`src/rtl/irq_prog_if.sv`:
```
module irq_prog_if #(
  parameter int DW = 8
) (
  input  logic          clk,
  input  logic          rst_n,
  input  logic          wr_en,
  input  logic          rd_en,
  input  logic          addr,
  input  logic [DW-1:0] wdata,
  output logic [DW-1:0] rdata,
  input  logic [DW-1:0] req_bits,
  input  logic [DW-1:0] svc_bits,
  input  logic          pend_vld,
  input  logic [2:0]    pend_line,
  output logic [DW-1:0] imr,
  output logic [4:0]    vec_base,
  output logic          auto_eoi,
  output logic          rot_auto_eoi,
  output logic          full_nest,
  output logic          spec_mask,
  output logic          init_p,
  output logic          mask_wr_p,
  output logic          eoi_p,
  output logic          rot_eoi_p,
  output logic          spec_eoi_p,
  output logic          set_prio_p,
  output logic          spec_rot_p,
  output logic [2:0]    cmd_line,
  output logic          poll_clr_p,
  output logic [2:0]    poll_clr_line,
  output logic          single_seen,
  output logic          level_seen
);
  localparam int LW = 3;
  localparam logic [DW-1:0] EMPTY_POLL = DW'(7);

  typedef enum logic [1:0] {ST_RUN, ST_BASE, ST_CASC, ST_MODE} step_t;

  step_t step;
  logic  want4, rd_isr, poll_on;

  logic wr0, wr1, wr_init, wr_mode, wr_op;
  assign wr0     = wr_en & ~addr;
  assign wr1     = wr_en & addr;
  assign wr_init = wr0 & wdata[4];
  assign wr_mode = wr0 & ~wdata[4] & wdata[3];
  assign wr_op   = wr0 & ~wdata[4] & ~wdata[3];

  assign rdata = poll_on ? (pend_vld ? DW'(pend_line) : EMPTY_POLL)
               : addr    ? imr
               : rd_isr  ? svc_bits : req_bits;

  always_ff @(posedge clk or negedge rst_n) begin
    if (!rst_n) begin
      step <= ST_RUN;
      want4 <= 1'b0;
      rd_isr <= 1'b0;
      poll_on <= 1'b0;
      imr <= '0;
      vec_base <= '0;
      auto_eoi <= 1'b0;
      rot_auto_eoi <= 1'b0;
      full_nest <= 1'b0;
      spec_mask <= 1'b0;
      init_p <= 1'b0;
      mask_wr_p <= 1'b0;
      eoi_p <= 1'b0;
      rot_eoi_p <= 1'b0;
      spec_eoi_p <= 1'b0;
      set_prio_p <= 1'b0;
      spec_rot_p <= 1'b0;
      cmd_line <= '0;
      poll_clr_p <= 1'b0;
      poll_clr_line <= '0;
      single_seen <= 1'b0;
      level_seen <= 1'b0;
    end else begin
      init_p <= 1'b0;
      mask_wr_p <= 1'b0;
      eoi_p <= 1'b0;
      rot_eoi_p <= 1'b0;
      spec_eoi_p <= 1'b0;
      set_prio_p <= 1'b0;
      spec_rot_p <= 1'b0;
      poll_clr_p <= 1'b0;

      if (rd_en && poll_on && !wr0) begin
        poll_on <= 1'b0;
        poll_clr_p <= pend_vld;
        poll_clr_line <= pend_line;
      end

      if (wr_init) begin
        init_p <= 1'b1;
        step <= ST_BASE;
        want4 <= wdata[0];
        single_seen <= single_seen | wdata[1];
        level_seen <= level_seen | wdata[3];
        imr <= '0;
        vec_base <= '0;
        auto_eoi <= 1'b0;
        rot_auto_eoi <= 1'b0;
        full_nest <= 1'b0;
        spec_mask <= 1'b0;
        rd_isr <= 1'b0;
        poll_on <= 1'b0;
      end

      if (wr_mode) begin
        if (wdata[2]) poll_on <= 1'b1;
        if (wdata[1]) rd_isr <= wdata[0];
        if (wdata[6]) spec_mask <= wdata[5];
      end

      if (wr_op) begin
        cmd_line <= wdata[LW-1:0];
        case (wdata[7:5])
          3'd0, 3'd4: rot_auto_eoi <= wdata[7];
          3'd1: eoi_p <= 1'b1;
          3'd5: rot_eoi_p <= 1'b1;
          3'd3: spec_eoi_p <= 1'b1;
          3'd6: set_prio_p <= 1'b1;
          3'd7: spec_rot_p <= 1'b1;
          default: ;
        endcase
      end

      if (wr1) begin
        case (step)
          ST_RUN: begin
            imr <= wdata;
            mask_wr_p <= 1'b1;
          end
          ST_BASE: begin
            vec_base <= wdata[DW-1:LW];
            step <= ST_CASC;
          end
          ST_CASC: step <= want4 ? ST_MODE : ST_RUN;
          default: begin
            full_nest <= wdata[4];
            auto_eoi <= wdata[1];
            step <= ST_RUN;
          end
        endcase
      end
    end
  end
endmodule


```
`config.mk`:
```
export PLATFORM = sky130hd
export DESIGN_NAME = irq_prog_if
export DESIGN_NICKNAME = d
export VERILOG_FILES = /design/src/rtl/irq_prog_if.sv
export SDC_FILE = /design/constraint.sdc
export NUM_CORES = 1
export LEC_CHECK = 0
export CAP_MARGIN = 20
export CORE_UTILIZATION = 38
export DETAILED_ROUTE_END_ITERATION = 10
export MAX_ROUTING_LAYER = met4
export PLACE_DENSITY = 0.76
export SETUP_SLACK_MARGIN = 0.2
export SYNTH_ARGS = -nofsm -noshare
export SYNTH_HDL_FRONTEND = slang
export SYNTH_SLANG_ARGS = --single-unit
```
`constraint.sdc`:
```
create_clock -name clk -period 1.2 [get_ports clk]
set_input_delay 0.18 -clock clk [delete_from_list [all_inputs] [get_ports clk]]
set_output_delay 0.18 -clock clk [all_outputs]
set_load 0.01 [all_outputs]
```
==> flow_summary.ini <==
[outcome]
status = complete, but fails checks
failed_checks = setup timing

[final_layout]
nNetsFinal = 308
num_antenna_cells = 0
drive_above_1_share = 0.5145
fillers = 326
final_util = 0.7001
fin_area_um2 = 3069
syn_to_final_growth_pct = 76.35
final_cells = 328

[setup_path]
critical_path.max_stage_delay_ns = 0.39
crit_fanout = 4
crit_type = flip-flop to output port
slowest_stage = dfrtp_2
r2r-start = rd_isr
worstSetupEndpointType = output port
worstPathRequired_ns = 1.02
ff2ff_path_depth = 6
worst_r2r_endpoint = rd_isr
cp_cell_sequence = buf_6 > mux2_2 > mux2i_1 > o21ai_1 > buf_2
crit_family = multiplexers
critPathBufInv = 2
r2r_slack_ns = -0.07
arrival_ns = 1.54
start_kind = flip-flop

[timing]
hold_viol = 0
final.setup.tns_ns = -3.655
worst_pin_slew_ns = 0.2984
setup_ws_ns = -0.5176
finalSetupViolCount = 9
fin_skew_ns = 0.006736
max_slew_margin = 0.8007
max_freq_ghz = 0.5822
final_max_slew_viol_count = 0
period_share = 1.431
fin_crit_ns = 1.718
rsz0062_at_grt = true

[power]
power_mw = 4.798
irDropWorstVdd_uv = 1255
switching_power_mw = 1.463
intPower_mw = 3.335
power.density_nw_per_um2 = 1563
clkPwrFrac = 0.192
seqPwrFrac = 0.359
switching_share = 0.3050
leakage_nw = 1.552
p_comb_frac = 0.449

[placement]
dp.cells = 298
placed_area_um2 = 2815
placement.io_buffers = 73
place_congestion = 0.8201
hpwl_mm = 3.425

[synth]
synth_area_um2 = 1740
synth_top_cells_by_area = dfrtp_1 (55%), mux2_2 (9.1%), a22o_1 (6.5%)
async_reset_ff_frac = 1.000
synth_commonest_cells = dfrtp_1 (38), mux2_2 (14), a22o_1 (13), o21ai_0 (11), nand2_1 (10)
yosys.area.top_type = dfrtp_1
seq_area_frac_synth = 0.5464
synth_top_area_share = 0.5464
yosys_warnings = 0
synth_most_common_cell = dfrtp_1
ys_seq_elements = 38
syn_nets = 181
synth_ff_type = dfrtp_1
syn_inst = 148
synth_edf_count = 0
synth.avg_cell_area_um2 = 11.76
yosysUniqueCellTypes = 34

[min_path]
min_to = spec_mask
holdCritPathClass = input port to flip-flop
min_from = wdata[4]
holdPathStages = 3

[die]
coreArea_um2 = 4384
die_area_um2 = 4855
initial_utilization = 0.3970
fp-row-count = 24
die_x_um = 69.68
io_pins = 74
die_h_um = 69.68

[routing]
drc = 0
drtIter0Drc = 80
drtAntennaViolNets = 0
vias_per_cell = 5.210
routedWlPerCell_um = 15.69
num_vias = 1709
routed_wirelength_mm = 5.147
firstDrtPassIters = 5

[clocking]
h-tree-depth = 2
clkTransAtPathRegs_ns = 0.08
max-clock-path-buffers = 2
clock_latency_ns = 0.29
cts_root_buf = clkbuf_8
numCtsBuffers = 5
clkSinkCount = 38
tritoncts = done

[global_route]
grt_pass1_wl_mm = 8.128
globalRouteOverflowTotal = 0
grt_pass1_vias = 1659
antenna_found_initial = 0
track_usage = 0.2212
grt_max_degree = 39

[job]
maxCapViolations = 0
power by group through the flow:
| stage | sequential [mW] | combinational, mW | clock (mW) |
|---|---|---|---|
| floorplan | 1.84 | 0.650 | 0 |
| global placement | 1.76 | 1.78 | 0 |
| detailed placement | 1.76 | 1.82 | 0 |
| CTS | 1.71 | 2.00 | 0.937 |
| global route | 1.75 | 2.30 | 0.978 |
| finish | 1.72 | 2.15 | 0.921 |
how the worst max path moves through the flow:
stage           start           to  slack (ns)  cells past startpoint
2_1_floorplan    addr  cmd_line[0]       0.001                      3
3_3_place_gp   rd_isr     rdata[0]       -0.60                      4
3_5_place_dp   rd_isr     rdata[1]       -0.65                      4
4_1_cts        rd_isr     rdata[1]       -0.47                      5
5_1_grt        rd_isr     rdata[1]       -0.56                      5
6_report       rd_isr     rdata[1]       -0.52                      5
final cells by class:
class                           instances  area (um^2)  share of cell area
Clock buffer                            6        82.58             0.02691
Clock inverter                          2        12.51            0.004077
Inverter                                4        15.01            0.004892
Multi-Input combinational cell         96        819.5              0.2670
Sequential cell                        38        953.4              0.3106
Tap cell                               52        65.06             0.02120
Timing Repair Buffer                  130         1121              0.3653
kinds of logic after synthesis:
logic type | count (synthesis) | share of synthesized area
DFF | 38 | 0.5464
AOI/OAI and AO/OA | 37 | 0.1510
muxes | 22 | 0.1366
and+or+nand+nor | 37 | 0.1258
buffers and inverters | 14 | 0.04025
cells in the final DEF (no fill, tap or decap), types with 3 or more instances in the layout:
master           instances
o21ai_1                  6
a22o_1                  13
dfrtp_1                 36
buf_4                   33
buf_6                   26
mux2_2                   8
mux2_4                   6
o21ai_0                  5
buf_2                   38
mux2i_1                  8
clkdlybuf4s50_1         26
nor3b_2                  3
nor2_1                   8
buf_12                   3
nand2_1                 10
a31oi_1                  3
clkbuf_8                 6
inv_1                    3
repair_timing:
action / in CTS / in global routing
endpoints found under the setup margin: 79 / 61
gates cloned: 1 / 0
resized for setup: 218 / 12
hold endpoints to repair: 38 / 0
buffers inserted: 13 / 7
pin swaps: 7 / 6
hold buffers: 1 / 0
metrics by stage:
step	hold WS, ns	setup WS [ns]
6_report	0.2904	-0.5176
5_1_grt	0.3031	-0.5580
4_1_cts	0.2778	-0.4703
3_5_place_dp	0.1614	-0.6531
3_3_place_gp	0.1596	-0.6030
2_1_floorplan	-0.1156	0.001263
layer usage:
layer | GRT usage | vias up | share of wire
met5 | - | - | 0
met3 | 0.03488 | 7 | 0.055
met2 | 0.3625 | 68 | 0.50
met4 | 0.07333 | 0 | 0.014
met1 | 0.2818 | 840 | 0.43
li1 | - | 794 | -
registers in the layout, summed over array words and instances (netlist names):
signal         count
vec_base           5
step               2
level_seen         1
poll_clr_line      3
init_p             1
imr                8
spec_mask          1
want4              1
auto_eoi           1
rot_auto_eoi       1
poll_on            1
rot_eoi_p          1
cmd_line           3
spec_rot_p         1
full_nest          1
spec_eoi_p         1
rd_isr             1
poll_clr_p         1
single_seen        1
eoi_p              1
set_prio_p         1
mask_wr_p          1
tightest hold or removal path, delay by kind of cell:
family                 cells  cell delay, ns
buffers and inverters      2            0.31
AOI/OAI and AO/OA          1            0.06
Power figures use the tool's default switching activity.
